[src/rtl/spim_pkg.sv]
`timescale 1ns/1ps
package spim_pkg;
    localparam logic [6:0] OFF_GIE   = 7'h1C;
    localparam logic [6:0] OFF_ISR   = 7'h20;
    localparam logic [6:0] OFF_IER   = 7'h28;
    localparam logic [6:0] OFF_KEY   = 7'h40;
    localparam logic [6:0] OFF_CTRL  = 7'h60;
    localparam logic [6:0] OFF_STAT  = 7'h64;
    localparam logic [6:0] OFF_TXD   = 7'h68;
    localparam logic [6:0] OFF_RXD   = 7'h6C;
    localparam logic [6:0] OFF_SSEL  = 7'h70;
    localparam logic [6:0] OFF_TXOCC = 7'h74;
    localparam logic [6:0] OFF_RXOCC = 7'h78;
    localparam logic [31:0] RESET_KEY = 32'h0000_000A;

    // field order follows the control word bit positions, bit 9 first
    typedef struct packed {
        logic lsb_first;
        logic hold;
        logic ss_manual;
        logic clr_rx;
        logic clr_tx;
        logic cpha;
        logic cpol;
        logic master;
        logic enable;
        logic loopback;
    } ctrl_t;

    localparam ctrl_t CTRL_DEFAULT = ctrl_t'(10'h180);
endpackage

[src/rtl/spim_fifo.sv]
`timescale 1ns/1ps
module spim_fifo #(
    parameter int WIDTH = 8,
    parameter int DEPTH = 16
) (
    input  logic                          clk_i,
    input  logic                          rst_ni,
    input  logic                          clr_i,
    input  logic                          push_i,
    input  logic [WIDTH-1:0]              wdata_i,
    input  logic                          pop_i,
    output logic [WIDTH-1:0]              rdata_o,
    output logic [$clog2(DEPTH+1)-1:0]    count_o,
    output logic                          full_o,
    output logic                          empty_o
);
    localparam int PTR_W = (DEPTH > 1) ? $clog2(DEPTH) : 1;
    localparam int CNT_W = $clog2(DEPTH + 1);

    typedef struct packed {
        logic [PTR_W-1:0] wptr;
        logic [PTR_W-1:0] rptr;
        logic [CNT_W-1:0] count;
    } fifo_st_t;

    fifo_st_t   st_d, st_q;
    logic [WIDTH-1:0] mem_q [DEPTH];
    logic       do_push, do_pop;

    function automatic logic [PTR_W-1:0] nxt(input logic [PTR_W-1:0] p);
        return (p == PTR_W'(DEPTH - 1)) ? '0 : p + 1'b1;
    endfunction

    assign full_o  = (st_q.count == CNT_W'(DEPTH));
    assign empty_o = (st_q.count == '0);
    assign count_o = st_q.count;
    assign rdata_o = mem_q[st_q.rptr];

    always_comb begin
        st_d    = st_q;
        do_push = push_i && !full_o;
        do_pop  = pop_i && !empty_o;
        if (clr_i) begin
            st_d = '0;
        end else begin
            if (do_push) st_d.wptr = nxt(st_q.wptr);
            if (do_pop)  st_d.rptr = nxt(st_q.rptr);
            if (do_push && !do_pop) st_d.count = st_q.count + 1'b1;
            if (do_pop && !do_push) st_d.count = st_q.count - 1'b1;
        end
    end

    always_ff @(posedge clk_i or negedge rst_ni) begin
        if (!rst_ni) st_q <= '0;
        else         st_q <= st_d;
    end

    always_ff @(posedge clk_i) begin
        if (do_push && !clr_i) mem_q[st_q.wptr] <= wdata_i;
    end


    no_overflow_chk: assert property (@(posedge clk_i) disable iff (!rst_ni)
        (push_i && full_o && !pop_i && !clr_i) |=> $stable(count_o));

    clear_empties_chk: assert property (@(posedge clk_i) disable iff (!rst_ni)
        clr_i |=> empty_o);
endmodule

[src/rtl/spim_engine.sv]
`timescale 1ns/1ps
module spim_engine #(
    parameter int CLK_HALF = 2
) (
    input  logic       clk_i,
    input  logic       rst_ni,
    input  logic       abort_i,
    input  logic       go_i,
    input  logic       cpol_i,
    input  logic       cpha_i,
    input  logic       lsb_i,
    input  logic       loop_i,
    input  logic       tx_valid_i,
    input  logic [7:0] tx_byte_i,
    input  logic       miso_i,
    output logic       tx_pop_o,
    output logic       rx_push_o,
    output logic [7:0] rx_byte_o,
    output logic       busy_o,
    output logic       sclk_o,
    output logic       mosi_o
);
    localparam int DIV_W  = (CLK_HALF > 1) ? $clog2(CLK_HALF) : 1;
    localparam int NEDGE  = 16;
    localparam int EDGE_W = $clog2(NEDGE + 1);

    typedef struct packed {
        logic              busy;
        logic              sclk;
        logic [DIV_W-1:0]  div;
        logic [EDGE_W-1:0] ecnt;
        logic [7:0]        txs;
        logic [7:0]        rxs;
    } eng_st_t;

    eng_st_t st_d, st_q;
    logic    din;

    assign mosi_o    = lsb_i ? st_q.txs[0] : st_q.txs[7];
    assign din       = loop_i ? mosi_o : miso_i;
    assign rx_byte_o = st_q.rxs;
    assign busy_o    = st_q.busy;
    assign sclk_o    = st_q.sclk;

    always_comb begin
        st_d      = st_q;
        tx_pop_o  = 1'b0;
        rx_push_o = 1'b0;
        if (abort_i) begin
            st_d.busy = 1'b0;
            st_d.sclk = cpol_i;
            st_d.div  = '0;
            st_d.ecnt = '0;
        end else if (!st_q.busy) begin
            st_d.sclk = cpol_i;
            if (go_i && tx_valid_i) begin
                tx_pop_o  = 1'b1;
                st_d.busy = 1'b1;
                st_d.div  = '0;
                st_d.ecnt = '0;
                st_d.txs  = tx_byte_i;
            end
        end else if (st_q.div == DIV_W'(CLK_HALF - 1)) begin
            st_d.div = '0;
            if (st_q.ecnt == EDGE_W'(NEDGE)) begin
                rx_push_o = 1'b1;
                st_d.busy = 1'b0;
            end else begin
                st_d.sclk = ~st_q.sclk;
                st_d.ecnt = st_q.ecnt + 1'b1;
                // even edges lead, odd edges trail; phase picks the sampling one
                if (st_q.ecnt[0] == cpha_i) begin
                    st_d.rxs = lsb_i ? {din, st_q.rxs[7:1]} : {st_q.rxs[6:0], din};
                end else if (st_q.ecnt != '0 && st_q.ecnt != EDGE_W'(NEDGE - 1)) begin
                    st_d.txs = lsb_i ? (st_q.txs >> 1) : (st_q.txs << 1);
                end
            end
        end else begin
            st_d.div = st_q.div + 1'b1;
        end
    end

    always_ff @(posedge clk_i or negedge rst_ni) begin
        if (!rst_ni) st_q <= '0;
        else         st_q <= st_d;
    end


    pop_starts_chk: assert property (@(posedge clk_i) disable iff (!rst_ni)
        (tx_pop_o && !abort_i) |=> busy_o);

    push_ends_chk: assert property (@(posedge clk_i) disable iff (!rst_ni)
        rx_push_o |=> !busy_o);

    sclk_idle_chk: assert property (@(posedge clk_i) disable iff (!rst_ni)
        !busy_o |=> (sclk_o == $past(cpol_i)));
endmodule

[src/rtl/spim_ctrl.sv]
`timescale 1ns/1ps
module spim_ctrl
    import spim_pkg::*;
#(
    parameter int NUM_SS     = 4,
    parameter int FIFO_DEPTH = 16,
    parameter int CLK_HALF   = 2
) (
    input  logic              clk_i,
    input  logic              rst_ni,
    input  logic              reg_valid_i,
    input  logic              reg_write_i,
    input  logic [6:0]        reg_addr_i,
    input  logic [31:0]       reg_wdata_i,
    output logic              reg_ready_o,
    output logic              reg_rvalid_o,
    output logic [31:0]       reg_rdata_o,
    output logic              sclk_o,
    output logic              mosi_o,
    input  logic              miso_i,
    output logic [NUM_SS-1:0] ss_n_o,
    output logic              irq_o
);
    localparam int CNT_W = $clog2(FIFO_DEPTH + 1);

    typedef struct packed {
        ctrl_t             cfg;
        logic [NUM_SS-1:0] ssr;
        logic              gie;
        logic              ier;
        logic              isr;
        logic              rvalid;
        logic [31:0]       rdata;
    } regs_t;

    regs_t st_d, st_q;

    logic wr, rd, key_hit, clr_tx, clr_rx, tx_push, rx_pop;
    logic tx_pop, rx_push, busy, go;
    logic [7:0] tx_head, rx_head, rx_byte;
    logic [CNT_W-1:0] tx_cnt, rx_cnt;
    logic tx_full, tx_empty, rx_full, rx_empty;

    assign wr      = reg_valid_i && reg_write_i;
    assign rd      = reg_valid_i && !reg_write_i;
    assign key_hit = wr && (reg_addr_i == OFF_KEY) && (reg_wdata_i == RESET_KEY);
    assign clr_tx  = key_hit || (wr && reg_addr_i == OFF_CTRL && reg_wdata_i[5]);
    assign clr_rx  = key_hit || (wr && reg_addr_i == OFF_CTRL && reg_wdata_i[6]);
    assign tx_push = wr && (reg_addr_i == OFF_TXD);
    assign rx_pop  = rd && (reg_addr_i == OFF_RXD);
    assign go      = st_q.cfg.enable && st_q.cfg.master && !st_q.cfg.hold;

    spim_fifo #(.WIDTH(8), .DEPTH(FIFO_DEPTH)) i_txq (
        .clk_i, .rst_ni, .clr_i(clr_tx), .push_i(tx_push), .wdata_i(reg_wdata_i[7:0]),
        .pop_i(tx_pop), .rdata_o(tx_head), .count_o(tx_cnt), .full_o(tx_full),
        .empty_o(tx_empty));

    spim_fifo #(.WIDTH(8), .DEPTH(FIFO_DEPTH)) i_rxq (
        .clk_i, .rst_ni, .clr_i(clr_rx), .push_i(rx_push), .wdata_i(rx_byte),
        .pop_i(rx_pop), .rdata_o(rx_head), .count_o(rx_cnt), .full_o(rx_full),
        .empty_o(rx_empty));

    spim_engine #(.CLK_HALF(CLK_HALF)) i_eng (
        .clk_i, .rst_ni, .abort_i(key_hit), .go_i(go),
        .cpol_i(st_q.cfg.cpol), .cpha_i(st_q.cfg.cpha), .lsb_i(st_q.cfg.lsb_first),
        .loop_i(st_q.cfg.loopback), .tx_valid_i(!tx_empty), .tx_byte_i(tx_head),
        .miso_i, .tx_pop_o(tx_pop), .rx_push_o(rx_push), .rx_byte_o(rx_byte),
        .busy_o(busy), .sclk_o, .mosi_o);

    always_comb begin
        st_d        = st_q;
        st_d.rvalid = rd;
        if (rd) begin
            unique case (reg_addr_i)
                OFF_CTRL:  st_d.rdata = {22'b0, st_q.cfg};
                OFF_STAT:  st_d.rdata = {28'b0, tx_full, tx_empty && !busy, rx_full, rx_empty};
                OFF_RXD:   st_d.rdata = rx_empty ? 32'b0 : {24'b0, rx_head};
                OFF_SSEL:  st_d.rdata = 32'(st_q.ssr);
                OFF_TXOCC: st_d.rdata = 32'(tx_cnt);
                OFF_RXOCC: st_d.rdata = 32'(rx_cnt);
                OFF_GIE:   st_d.rdata = {st_q.gie, 31'b0};
                OFF_ISR:   st_d.rdata = {31'b0, st_q.isr};
                OFF_IER:   st_d.rdata = {31'b0, st_q.ier};
                default:   st_d.rdata = 32'b0;
            endcase
        end
        if (wr) begin
            unique case (reg_addr_i)
                OFF_CTRL: begin
                    st_d.cfg        = ctrl_t'(reg_wdata_i[9:0]);
                    st_d.cfg.clr_tx = 1'b0;
                    st_d.cfg.clr_rx = 1'b0;
                end
                OFF_SSEL: st_d.ssr = reg_wdata_i[NUM_SS-1:0];
                OFF_GIE:  st_d.gie = reg_wdata_i[31];
                OFF_IER:  st_d.ier = reg_wdata_i[0];
                OFF_ISR:  if (reg_wdata_i[0]) st_d.isr = 1'b0;
                default:  ;
            endcase
        end
        if (rx_push) st_d.isr = 1'b1;
        if (key_hit) begin
            st_d.cfg = CTRL_DEFAULT;
            st_d.ssr = '1;
            st_d.gie = 1'b0;
            st_d.ier = 1'b0;
            st_d.isr = 1'b0;
        end
    end

    always_ff @(posedge clk_i or negedge rst_ni) begin
        if (!rst_ni) begin
            st_q     <= '0;
            st_q.cfg <= CTRL_DEFAULT;
            st_q.ssr <= '1;
        end else begin
            st_q <= st_d;
        end
    end

    assign reg_ready_o  = 1'b1;
    assign reg_rvalid_o = st_q.rvalid;
    assign reg_rdata_o  = st_q.rdata;
    assign ss_n_o       = st_q.ssr | {NUM_SS{!(st_q.cfg.ss_manual || busy)}};
    assign irq_o        = st_q.gie && st_q.ier && st_q.isr;


    key_reset_chk: assert property (@(posedge clk_i) disable iff (!rst_ni)
        key_hit |=> (st_q.cfg == CTRL_DEFAULT && (&st_q.ssr) && tx_empty && rx_empty));

    read_valid_chk: assert property (@(posedge clk_i) disable iff (!rst_ni)
        rd |=> reg_rvalid_o);

    auto_ss_chk: assert property (@(posedge clk_i) disable iff (!rst_ni)
        (!st_q.cfg.ss_manual && rx_push) |=> (&ss_n_o));
endmodule

[config.mk]
export PLATFORM = sky130hd
export DESIGN_NAME = spim_ctrl
export DESIGN_NICKNAME = d
export VERILOG_FILES = /design/src/rtl/spim_pkg.sv /design/src/rtl/spim_fifo.sv /design/src/rtl/spim_engine.sv /design/src/rtl/spim_ctrl.sv
export SDC_FILE = /design/constraint.sdc
export NUM_CORES = 1
export LEC_CHECK = 0
export CORE_ASPECT_RATIO = 1.4
export CORE_MARGIN = 5
export CORE_UTILIZATION = 53
export DETAILED_ROUTE_END_ITERATION = 7
export PLACE_DENSITY = 0.76
export SLEW_MARGIN = 0
export SYNTH_ARGS = -nofsm -noshare
export SYNTH_HDL_FRONTEND = slang
export SYNTH_SLANG_ARGS = --single-unit
[constraint.sdc]
create_clock -name clk_i -period 3.3 [get_ports clk_i]
set_clock_uncertainty 0.1 [all_clocks]
set_input_delay 0.99 -clock clk_i [delete_from_list [all_inputs] [get_ports clk_i]]
set_output_delay 0.99 -clock clk_i [all_outputs]
set_load 0.05 [all_outputs]
After elaboration in Yosys (flattened, before gate mapping)
Memories as Yosys holds them, arrays and structs flattened.
Index checks and enable logic that the tools add are counted.
Storage, ports and cells
  bits of input ports: 44
  bits in writable memories: 256
  output and inout port bits: 41
  memories: 2
  logic and storage cells: 194
  bits in registers: 100
Cells by class
  mux-type cells: 52
  reduce and logical (&&, ||, !) cells: 71
  equal/unequal tests: 27
  bitwise logic cells: 4
  add/sub/neg operators: 10
Memories
  i_rxq.mem_q: depth 16, bits a word 8, read ports 1, clocked after Yosys merged registers in 0, write ports 1, line spim_fifo.sv:27  | logic [WIDTH-1:0] mem_q [DEPTH];
  i_txq.mem_q: depth 16, bits a word 8, read ports 1, clocked after Yosys merged registers in 0, write ports 1, line spim_fifo.sv:27
Operators with widths (number)
  32-bit one-hot mux with 9 select lines: 1
  7-bit == test, second input constant: 8
  8-bit two-way mux: 7
  21-bit two-way mux: 2
  4-bit two-way mux: 9
  17-bit two-way mux: 2
  32-bit by 4-bit == test with 1-bit output, second input constant: 1
  1-bit logical AND: 26
  13-bit two-way mux: 2
  1-bit two-way mux: 21
  5-bit two-way mux: 4
  2-bit nonzero test: 10
  3-bit nonzero test: 6
  4-bit by 1-bit adder with 4-bit output, second input constant: 4
  4-bit == test, second input constant: 4
  16-bit two-way mux: 1
  5-bit by 1-bit adder with 5-bit output, second input constant: 3
  5-bit == test, second input constant: 3
  7-bit by 6-bit == test with 1-bit output, second input constant: 2
  1-bit logical NOT: 14
  14-bit two-way mux: 1
  5-bit logical NOT: 2
  10-bit two-way mux: 1
  2-bit AND reduction: 5
  other kinds (15): 25

Longest topological paths before layout
Gate-level depths: netlist of run 1.
  word-level depth: 12
  mapped depth: 13
  gate-level depth less buffers: 13

Modules after synthesis
A second synthesis of run 1 with hierarchy kept.
Second synthesis, totals
  cell total of the unflattened synthesis: 1076
  area total of the unflattened synthesis: 15361.0 um^2
By module, submodules not included
  spim_fifo: times used 2, area an instance 5968.2 um^2, cells each 349
  spim_ctrl: times used 1, area an instance 1964.4 um^2, cells each 231
  spim_engine: times used 1, area an instance 1460.2 um^2, cells each 147

Least setup slack after synthesis of run 1
OpenSTA, ideal clock, no wires.
  kind: input to register
  start point: input reg_addr_i[3]
  end point: register i_txq.st_q (netlist bit i_txq.count_o[4])
  setup time: 77 ps
  path buffers: 2
  arrival: 3387 ps
  data required time: 3123 ps
  slack: -264 ps
  cell stages on the path: 13
  path through: buf_6 > nor4_4 > nand4_1 > or3_1 > buf_2 > nand2_4 > xnor2_1 > ha_1 > or3_1 > a21oi_1 > a21oi_1 > or3_1 > a21oi_1
On the way
  longest elaborated chain between the ends: 8
  elaborated cells between the ends (all ways): 19
Ends and longest elaborated chain
  start, declared: line spim_ctrl.sv:13  | input logic [6:0] reg_addr_i,
  7-bit == test: line spim_ctrl.sv:46  | assign key_hit = wr && (reg_addr_i == OFF_KEY) && (reg_wdata_i == RESET_KEY);
  1-bit logical AND (2 in a row): line spim_ctrl.sv:46
  1-bit two-way mux: line spim_engine.sv:49  | if (abort_i) begin
  1-bit logical AND: line spim_fifo.sv:42  | do_pop = pop_i && !empty_o;
  1-bit logical AND / 1-bit logical NOT (equally long branches): line spim_fifo.sv:49, spim_fifo.sv:48
  5-bit two-way mux / 1-bit logical AND (equally long branches): line spim_fifo.sv:49, spim_fifo.sv:48
  13-bit two-way mux / 3-bit nonzero test (equally long branches)
  end signal, assigned: line spim_fifo.sv:55  | else st_q <= st_d;
  end, declared: line spim_fifo.sv:26  | fifo_st_t st_d, st_q;
Several ways; a longest one is shown, not always the timed one.
A chain may end at the register's enable or synchronous reset.

Worst setup path after layout of run 1
  start point: input reg_write_i
  end point: register i_txq.st_q (netlist bit i_txq.count_o[4])
On the way
  longest elaborated chain between the ends: 8
  elaborated cells between the ends (all ways): 17
Ends and longest elaborated chain
  start, declared: line spim_ctrl.sv:12  | input logic reg_write_i,
  1-bit logical AND (*): line spim_ctrl.sv:44  | assign wr = reg_valid_i && reg_write_i;
  1-bit logical AND (2 in a row): line spim_ctrl.sv:46
  1-bit two-way mux: line spim_engine.sv:49
  1-bit logical AND: line spim_fifo.sv:42
  1-bit logical AND / 1-bit logical NOT (equally long branches): line spim_fifo.sv:49, spim_fifo.sv:48
  5-bit two-way mux / 1-bit logical AND (equally long branches): line spim_fifo.sv:49, spim_fifo.sv:48
  13-bit two-way mux / 3-bit nonzero test (equally long branches)
Mark *: on every way between the ends. The rest lies on a longest branch, timed or not.

==> flow_metrics.env, run 1 <==
export IMPL_p_leak_nw=6.37
export IMPL_synth_seq_cells=333
export IMPL_drt_total_wl_mm=33.1
export IMPL_min_period_ns=3.34
export IMPL_finalCritPeriodShare_pct=101
export IMPL_synth_avg_cell_area_um2=15.2
export IMPL_status="finished, violations left"
export IMPL_cts_sinks=333
export IMPL_async_reset_ff_share_pct=23.1
export IMPL_clkLatencyLatePin_ns=0.55
export IMPL_htreeDepth=1
export IMPL_start_util_pct=53.5
export IMPL_cts_root_buffer="clkbuf_16"
export IMPL_ys_dominant_reg_cell="edfxtp_1"
export IMPL_synth_xor_area_share_pct=0.950
export IMPL_place_hpwl_mm=23.8
export IMPL_setup_viol=1
export IMPL_synth_edff_count=256
export IMPL_cap_violations=0
export IMPL_dr_first_iter_drc_count=560
export IMPL_dieHeight_um=207
export IMPL_ir_drop_v=0.000672
export IMPL_syn_area_um2=14800
export IMPL_power_mw=8.88
export IMPL_vias=8780
export IMPL_grt_ovfl_total=0
export IMPL_vias_per_cell=5.79
export IMPL_rsz0062_at_grt="true"
export IMPL_yosysTopAreaCell="edfxtp_1"
export IMPL_crit_arrival_ns=3.72
export IMPL_layout_common_cells="edfxtp_1, buf_4, mux4_2"
export IMPL_synth_area_top_cells="edfxtp_1, dfrtp_1, mux4_2"
export IMPL_dieArea_um2=31300
export IMPL_crit_path_end_kind="register"
export IMPL_gp_congestion=0.856
export IMPL_ios=85
export IMPL_antenna_found_initial=0
export IMPL_cts_tree="done"
export IMPL_ant_nets=0
export IMPL_worstHoldPathType="in2async"
export IMPL_synth_adder_area_share_pct=1.36
export IMPL_synth_compound_area_share_pct=5.69
export IMPL_grt_pass1_vias=8938
export IMPL_track_usage_pct=21.2
export IMPL_fmax_mhz=300
export IMPL_yosys_warnings=0
export IMPL_worstSetupPathType="in2reg"
export IMPL_core_um2=27600
export IMPL_die_w_um=151
export IMPL_final_common_cell="edfxtp_1"
export IMPL_critPathLaunchType="primary input"
export IMPL_r2r_setup_slack_ns=0.23
export IMPL_dpl_cell_area_um2=16600
export IMPL_synth_seq_area_share_pct=65.2
export IMPL_utilization_pct=64.4
export IMPL_yosys_area_share_simple_pct=8.96
export IMPL_dr_pass1_iters=5
export IMPL_synth_cell_types=69
export IMPL_wl_per_cell_um=21.8
export IMPL_synth_area_mux_share_pct=14.0
export IMPL_n_antenna_cell=0
export IMPL_netlist_area_leader_share_pct=52.1
export IMPL_synth_top_family_by_area="multiplexers"
export IMPL_grt_pass1_wl_mm=50.8
export IMPL_report_final_slew_viol_count=0
export IMPL_drc=0
export IMPL_synthCells=971
export IMPL_tns_ns=-0.0364
export IMPL_io_buffers=62
export IMPL_layout_drive_gt1_share_pct=26.2
export IMPL_violations="setup timing"
export IMPL_relSlewSlack_pct=40.9
export IMPL_cp_data_required_time_ns=3.68
export IMPL_tightest_slew_ns=0.887
export IMPL_rows=72
export IMPL_cts_buffers=29
export IMPL_finalInstanceArea_um2=17700
export IMPL_nets=1183
export IMPL_fin_ws_ns=-0.0364
export IMPL_final_hold_viol_count=0
export IMPL_ctsLongestPathBuffers=3
export IMPL_grt_start_max_net_pins=47
export IMPL_area_growth_pct=20.3
export IMPL_clkTransAtPathRegs_ns=0.07
export IMPL_cp_max_fo=4
export IMPL_powerDensity_nw_per_um2=500
-- worst paths after layout --
path                                   from          endpoint  depth (start not counted)
hold reg to reg              reg_rdata_o[0]    reg_rdata_o[0]                          2
min in group clk_i           reg_rdata_o[0]    reg_rdata_o[0]                          2
hold / removal                       rst_ni    i_rxq.st_q[11]                          1
max in group asynchronous            rst_ni          st_q[36]                          2
setup / recovery                reg_write_i  i_txq.count_o[4]                         14
setup reg to reg           i_txq.count_o[2]  i_txq.count_o[4]                         11
-- critical path, stage by stage --
cell,delay [ns]
clkdlybuf4s50_1,0.52
and2_1,0.24
nand4_1,0.19
or3_4,0.40
nand2_4,0.07
buf_4,0.10
buf_4,0.11
inv_2,0.05
ha_4,0.27
a31oi_2,0.09
a21oi_2,0.15
a21oi_2,0.05
or3_1,0.37
a21oi_1,0.13
-- cell type report --
| type | count | area (um^2) |
|---|---|---|
| fill | 1947 | 9820 |
| sequential | 333 | 9620 |
| inverter | 21 | 78.8 |
| clock inverter | 17 | 224 |
| multi-input combinational | 553 | 4770 |
| timing repair buffer | 185 | 1810 |
| tap | 370 | 463 |
| clock buffer | 37 | 776 |
-- sequential cells by signal, indices dropped and copies added (netlist names) --
register         cells
i_eng.sclk_o         1
i_rxq.mem_q        128
i_txq.count_o        5
st_q                15
i_eng.st_q          14
reg_rvalid_o         1
i_txq.mem_q        128
i_rxq.st_q           8
reg_rdata_o         11
i_eng.rx_byte_o      8
i_rxq.count_o        5
i_eng.busy_o         1
i_txq.st_q           8
-- through the flow --
step	setup WS, ns	cells	hold WS, ns
6_report	-0.0364	1516	0.373
5_1_grt	-0.137	1516	0.415
2_1_floorplan	-0.119	991	0.351
3_3_place_gp	-0.710	1455	0.367
4_1_cts	0.00653	1515	0.372
3_5_place_dp	-0.680	1455	0.378
-- kinds of logic (layout without fill, tap and decap cells) --
group | after synthesis | count (layout)
DFF | 333 | 333
and+or+nand+nor | 254 | 254
AOI/OAI and AO/OA | 132 | 132
muxes | 113 | 113
buffers and inverters | 105 | 260
adders and majority gates | 16 | 16
xor gates and xnor gates | 16 | 16
other | 2 | 22
-- power breakdown --
group | leakage, nW | total [mW] | switching, mW | internal [mW]
sequential | 3.28 | 4.86 | 0.181 | 4.68
combinational | 2.60 | 0.490 | 0.304 | 0.186
clock | 0.484 | 3.53 | 1.47 | 2.06
-- cell usage after synthesis, drive strengths merged, types with 3 or more instances --
cell type    n
a211oi      10
a21oi       52
a22oi        6
a31oi        8
and2        15
and3        15
buf         56
clkbuf      28
dfrtp       71
dfstp        6
edfxtp     256
ha          16
inv         20
mux2         6
mux2i       33
mux4        74
nand2       64
nand2b       3
nand3       11
nand4       10
nor2        67
nor2b       11
nor3        13
nor3b        5
nor4        15
nor4b        3
o21a         3
o21ai       28
o22ai        4
o31ai        3
or2          6
or3          8
xnor2        7
xor2         9
-- routing by layer --
layer  part of all wire (%)  vias to the layer above  GRT usage, %
li1                       -                     3994             -
met1                     35                     4463          25.0
met2                     56                      244          39.2
met3                    4.5                       79          2.49
met4                    3.6                        0          7.51
met5                      0                        -             0
-- timing repair --
action | 4_1_cts | 5_1_grt
endpoints found under the setup margin | 6 | 12
buffers inserted | 7 | 1
gates resized for setup | 28 | 25
pin swaps | 17 | 20
hold buffers | 0 | 0
(Power assumes the default switching activity.)
==> inputs of run 2 (changes only) <==
--- a/config.mk
+++ b/config.mk
@@ -10,7 +10,7 @@
 export CORE_UTILIZATION = 53
 export DETAILED_ROUTE_END_ITERATION = 7
 export PLACE_DENSITY = 0.76
-export SLEW_MARGIN = 0
+export SLEW_MARGIN = 20
 export SYNTH_ARGS = -nofsm -noshare
 export SYNTH_HDL_FRONTEND = slang
 export SYNTH_SLANG_ARGS = --single-unit
==> constraint.sdc (replaced) <==
create_clock -name clk_i -period 2.7 [get_ports clk_i]
set_clock_uncertainty 0.1 [all_clocks]
set_input_delay 0.81 -clock clk_i [delete_from_list [all_inputs] [get_ports clk_i]]
set_output_delay 0.81 -clock clk_i [all_outputs]
set_load 0.05 [all_outputs]
==> run 2 against run 1 <==
The flow still finishes with violations (setup timing). Via count grew 5.0%. Clock-buffer cell count grew 3. Largest cell class unchanged. Sequential share of layout area shrank 1.9 points. Critical path depth shrank 2.
==> flow_metrics.env, run 2 (synthesis results as in run 1) <==
export IMPL_dr_pass1_iters=5
export IMPL_dp_slack_ns=-1.08
export IMPL_critPathBufInv=1
export IMPL_rsz0062_at_grt="true"
export IMPL_r2r_setup_slack_ns=0
export IMPL_cap_violations=0
export IMPL_vias_per_cell=5.92
export IMPL_cp_top_family="simple AND/OR/NAND/NOR gates"
export IMPL_htreeDepth=1
export IMPL_utilization_pct=66.7
export IMPL_fmax_mhz=348
export IMPL_hold_path_depth=2
export IMPL_min_period_ns=2.88
export IMPL_dieArea_um2=31300
export IMPL_slowest_delay_ns=0.42
export IMPL_worstSetupPathType="in2reg"
export IMPL_tightest_slew_ns=0.694
export IMPL_drt_total_wl_mm=36.7
export IMPL_ctsLongestPathBuffers=3
export IMPL_grt_ovfl_total=0
export IMPL_drc=0
export IMPL_rr_startpoint="i_txq.count_o[1]"
export IMPL_report_final_slew_viol_count=0
export IMPL_crit_path_end_kind="register"
export IMPL_grt_pass1_wl_mm=55.6
export IMPL_finalCritPeriodShare_pct=107
export IMPL_cp_data_required_time_ns=3.10
export IMPL_wl_per_cell_um=23.6
export IMPL_layout_common_cells="edfxtp_1, buf_4, mux4_2"
export IMPL_worst_path_max_delay_cell="or3_4"
export IMPL_gp_congestion=0.903
export IMPL_p_leak_nw=6.66
export IMPL_finalNonFillerCells=1558
export IMPL_crit_arrival_ns=3.27
export IMPL_reg_top3="i_rxq.mem_q (128), i_txq.mem_q (128), st_q (15)"
export IMPL_violations="setup timing"
export IMPL_regToRegEndpoint="i_txq.count_o[4]"
export IMPL_nets=1224
export IMPL_core_um2=27600
export IMPL_crit_chain="clkdlybuf4s15_1 -> nor4b_2 -> nand4_1 -> or3_4 -> nand2_4 -> xnor2_2 -> ha_2 -> or3_4 -> a21oi_4 -> a21oi_2 -> or3_1 -> a21oi_1"
export IMPL_area_growth_pct=24.7
export IMPL_io_buffers=62
export IMPL_min_to="reg_rdata_o[31]"
export IMPL_powerDensity_nw_per_um2=603
export IMPL_fin_ws_ns=-0.176
export IMPL_grt_start_max_net_pins=45
export IMPL_n_antenna_cell=0
export IMPL_clkTransAtPathRegs_ns=0.07
export IMPL_cp_depth=12
export IMPL_cp_max_fo=2
export IMPL_dr_first_iter_drc_count=686
export IMPL_final_common_cell="edfxtp_1"
export IMPL_intPower_mw=8.66
export IMPL_setup_viol=2
export IMPL_ff2ff_path_depth=12
export IMPL_worstHoldStart="reg_rdata_o[31]"
export IMPL_dieHeight_um=207
export IMPL_clkLatencyLatePin_ns=0.57
export IMPL_relSlewSlack_pct=53.8
export IMPL_ant_nets=0
export IMPL_clkPwrFrac_pct=40.8
export IMPL_p_seq_share_pct=53.5
export IMPL_cts_root_buffer="clkbuf_16"
export IMPL_critPathLaunchType="primary input"
export IMPL_combPwrFrac_pct=5.8
export IMPL_worstHoldPathType="reg2reg"
export IMPL_cp_common_cell="or3_4"
export IMPL_place_hpwl_mm=24.8
export IMPL_cts_sinks=333
export IMPL_rows=72
export IMPL_p_switching_mw=2.44
export IMPL_switching_share_pct=22.0
export IMPL_antenna_found_initial=0
export IMPL_vias=9221
export IMPL_ios=85
export IMPL_status="finished, violations left"
export IMPL_cts_buffers=30
export IMPL_start_util_pct=53.5
export IMPL_grt_pass1_vias=9725
export IMPL_die_w_um=151
export IMPL_ir_drop_v=0.000632
export IMPL_final_hold_viol_count=0
export IMPL_placed_cells=1468
export IMPL_layout_drive_gt1_share_pct=33.6
export IMPL_cts_tree="done"
export IMPL_fill_cells=1852
export IMPL_track_usage_pct=23.3
-- run 2: cell count changes in the layout (fill, tap and decap cells not counted), sizes merged --
cell,before,now
dlygate4sd3,0,1
clkinvlp,3,0
clkdlybuf4s50,29,10
inv,21,20
clkbuf,38,41
clkinv,9,11
dlymetal6s2s,12,5
clkdlybuf4s15,1,12
buf,125,179
bufinv,5,6
-- run 2: final cells by class --
cell class | count | area [um^2] | share of cell area [%]
Sequential cell | 333 | 9630 | 52.3
Multi-Input combinational cell | 553 | 5120 | 27.8
Timing Repair Buffer | 225 | 2070 | 11.2
Clock buffer | 40 | 820 | 4.45
Tap cell | 370 | 463 | 2.52
Clock inverter | 16 | 226 | 1.23
Inverter | 21 | 78.8 | 0.428
-- run 2: worst reg2reg max path, stage by stage, from the launching register on --
cell and delay (ns):
dfrtp_1 0.41, nor4_4 0.28, buf_4 0.21, a2111oi_4 0.09
nor2b_2 0.19, nand2_4 0.08, xnor2_2 0.13, ha_2 0.20
or3_4 0.34, a21oi_4 0.12, a21oi_2 0.06, or3_1 0.30
a21oi_1 0.12
-- run 2: what timing repair did --
| action | 4_1_cts | 5_1_grt |
|---|---|---|
| buffers inserted | 17 | 18 |
| setup endpoints to repair | 219 | 119 |
| resized for setup | 109 | 44 |
| hold buffers | 1 | 0 |
| pin swaps | 31 | 31 |
| endpoints found under the hold margin | 8 | 0 |
-- run 2: how the worst max path moves through the flow --
stage / slack [ns] / end / start
detailed placement: -1.08 / i_txq.count_o[4] / reg_wdata_i[3]
floorplan: -0.54 / i_txq.count_o[4] / reg_addr_i[5]
finish: -0.18 / i_txq.count_o[4] / reg_addr_i[4]
global placement: -1.05 / i_txq.count_o[4] / reg_wdata_i[3]
global route: -0.26 / i_txq.count_o[4] / reg_addr_i[4]
CTS: -0.18 / i_txq.count_o[4] / reg_wdata_i[11]
-- run 2: stage by stage --
stage               power, mW  hold slack, ns  instance area [um^2]  TNS [ns]
floorplan                6.32           0.351                 15100     -2.24
global placement         6.64           0.362                 16800   -190.93
detailed placement       6.67           0.380                 16800   -201.47
CTS                      11.1           0.383                 18100     -4.03
global route             11.4           0.397                 18400     -2.36
finish                   11.1           0.392                 18400    -0.248
-- run 2: layer usage --
metal,up-vias,GRT usage (%),share of wire (%),wire length [um]
li1,4065,-,-,-
met1,4719,26.2,34,12600
met2,330,42.7,56,20400
met3,107,3.45,5.0,1850
met4,0,10.9,4.9,1790
met5,-,0,0,0
-- run 2: power by group through the flow --
stage	logic, mW	registers (mW)	clock network, mW
6_report	0.640	5.93	4.52
3_3_place_gp	0.611	6.02	0
2_1_floorplan	0.374	5.95	0
4_1_cts	0.623	5.93	4.58
5_1_grt	0.687	5.95	4.80
3_5_place_dp	0.627	6.04	0
==> inputs of run 3 (changes only) <==
--- a/config.mk
+++ b/config.mk
@@ -7,9 +7,10 @@
 export LEC_CHECK = 0
 export CORE_ASPECT_RATIO = 1.4
 export CORE_MARGIN = 5
-export CORE_UTILIZATION = 53
+export CORE_UTILIZATION = 60
 export DETAILED_ROUTE_END_ITERATION = 7
-export PLACE_DENSITY = 0.76
+export GPL_ROUTABILITY_DRIVEN = 0
+export PLACE_DENSITY = 0.81
 export SLEW_MARGIN = 20
 export SYNTH_ARGS = -nofsm -noshare
 export SYNTH_HDL_FRONTEND = slang
==> constraint.sdc (replaced) <==
create_clock -name clk_i -period 3.2 [get_ports clk_i]
set_clock_uncertainty 0.1 [all_clocks]
set_input_delay 0.96 -clock clk_i [delete_from_list [all_inputs] [get_ports clk_i]]
set_output_delay 0.96 -clock clk_i [all_outputs]
set_load 0.05 [all_outputs]
==> run 3 against run 2 <==
The run now ends clean. Sequential cell count is the same. Global-route usage grew 1.8 points. Critical path depth is the same. Setup slack gained 0.19 ns. Sequential power shrank 16%. Design area shrank 4.3%. Clock power shrank 18%. Via count shrank 2.6%. First-iteration DRC count grew 3.8%.
==> flow_metrics.env, run 3 (synthesis results as in run 1) <==
export IMPL_fill_cells=1439
export IMPL_fmax_mhz=314
export IMPL_cts_sinks=333
export IMPL_antenna_found_initial=0
export IMPL_critPathLaunchType="primary input"
export IMPL_wl_met1_mm=12.0
export IMPL_dieHeight_um=196
export IMPL_powerDensity_nw_per_um2=525
export IMPL_ant_nets=0
export IMPL_grt_start_max_net_pins=47
export IMPL_area_growth_pct=19.4
export IMPL_wl_per_cell_um=24.0
export IMPL_crit_path_end_kind="register"
export IMPL_grt_pass1_wl_mm=53.3
export IMPL_cts_hold_buf=0
export IMPL_io_buffers=62
export IMPL_grt_pass1_vias=9204
export IMPL_dp_slack_ns=-0.871
export IMPL_ctsLongestPathBuffers=3
export IMPL_cts_buffers=30
export IMPL_crit_arrival_ns=3.56
export IMPL_dr_pass1_iters=5
export IMPL_clkLatencyLatePin_ns=0.55
export IMPL_ios=85
export IMPL_grt_ovfl_total=0
export IMPL_nets=1175
export IMPL_seqCellArea_um2=9620
export IMPL_tightest_slew_ns=0.801
export IMPL_drc=0
export IMPL_p_leak_nw=6.26
export IMPL_core_um2=24400
export IMPL_highest_layer="met4"
export IMPL_layout_drive_gt1_share_pct=25.9
export IMPL_cp_data_required_time_ns=3.58
export IMPL_drt_total_wl_mm=34.8
export IMPL_wl_met2_mm=19.2
export IMPL_reg_top3="i_rxq.mem_q (128), i_txq.mem_q (128), st_q (15)"
export IMPL_multiInputGateArea_um2=4780
export IMPL_layout_common_cells="edfxtp_1, buf_4, mux4_2"
export IMPL_min_period_ns=3.18
export IMPL_finalInstanceArea_um2=17600
export IMPL_startpoint="reg_wdata_i[15]"
export IMPL_report_final_slew_viol_count=0
export IMPL_rsz0062_at_grt="true"
export IMPL_dpl_cell_area_um2=16500
export IMPL_die_w_um=143
export IMPL_worstHoldPathType="in2async"
export IMPL_clkTransAtPathRegs_ns=0.07
export IMPL_final_hold_viol_count=0
export IMPL_finalCritPeriodShare_pct=99.5
export IMPL_fin_ws_ns=0.0164
export IMPL_cap_violations=0
export IMPL_vias=8983
export IMPL_cts_root_buffer="clkbuf_16"
export IMPL_setup_viol=0
export IMPL_ff2ff_path_depth=8
export IMPL_vias_per_cell=6.18
export IMPL_track_usage_pct=25.1
export IMPL_n_antenna_cell=0
export IMPL_cp_max_fo=2
export IMPL_dieArea_um2=27900
export IMPL_relSlewSlack_pct=46.4
export IMPL_detailroute_wirelength_met3_mm=2.07
export IMPL_rows=68
export IMPL_final_common_cell="edfxtp_1"
export IMPL_htreeDepth=1
export IMPL_dr_first_iter_drc_count=712
export IMPL_rr_startpoint="i_eng.st_q[16]"
export IMPL_timing_hold_ws_ns=0.345
export IMPL_cts_tree="done"
export IMPL_worstSetupPathType="in2reg"
export IMPL_ir_drop_v=0.000496
export IMPL_status="completed"
export IMPL_place_hpwl_mm=24.2
export IMPL_start_util_pct=60.4
## run 3: cell types whose count changed in the layout (fill, tap and decap cells not counted), moves of 6 or more
cell             change
nor2_4               -7
buf_4               -46
buf_6                -8
buf_2                -8
and3_1               +8
clkdlybuf4s15_1      -9
clkdlybuf4s50_1     +24
dlygate4sd2_1        +8
nor4_4               -6
nor4_1               +6
## run 3: layer usage
layer	GRT usage, %	vias up
li1	-	3981
met2	45.4	377
met4	10.7	0
met1	29.4	4533
met3	3.72	92
met5	0	-
## run 3: power by group
group / switching, mW / total [mW] / internal, mW / leakage (nW)
clock: 1.52 / 3.71 / 2.19 / 0.512
sequential: 0.188 / 5.01 / 4.83 / 3.28
combinational: 0.323 / 0.513 / 0.191 / 2.47
## run 3: through the flow
| step | power [mW] | utilization, % | setup TNS, ns | cells |
|---|---|---|---|---|
| floorplan | 5.33 | - | -0.189 | 991 |
| global placement | 5.59 | 67.5 | -100.23 | 1396 |
| detailed placement | 5.61 | 67.5 | -114.80 | 1396 |
| CTS | 9.28 | 71.9 | -0.0184 | 1454 |
| global route | 9.54 | 72.1 | -0.160 | 1454 |
| finish | 9.24 | 72.1 | 0 | 1454 |
## run 3: path summary, 6_finish.rpt
check	slack, ns	endpoint
setup / recovery	0.02	i_txq.count_o[4]
hold / removal	0.35	i_txq.count_o[3]
setup reg to reg	0.15	i_rxq.mem_q[7][1]
hold reg to reg	0.40	reg_rdata_o[8]
max in group asynchronous	1.90	st_q[38]
min in group clk_i	0.40	reg_rdata_o[8]
## run 3: timing repair
action	4_1_cts	5_1_grt
pin swaps	16	9
setup buffers	2	0
resized for setup	32	12
endpoints found under the setup margin	31	24
## run 3: layout make-up
cell class | instances | share of cell area [%]
repair buffers | 176 | 9.61
multi-input cells | 553 | 27.1
flip-flops and latches | 333 | 54.7
clock buffers | 41 | 4.85
well taps | 315 | 2.24
clock inverters | 15 | 1.07
inverters | 21 | 0.448
## run 3: critical path, cell delays in order
cell,delay [ns]
clkdlybuf4s50_1,0.41
nor4_2,0.27
nand4_1,0.18
or3_4,0.43
nand2_4,0.08
xnor2_2,0.06
ha_2,0.19
or3_1,0.32
a21oi_2,0.14
a21oi_2,0.07
or3_1,0.32
a21oi_2,0.12
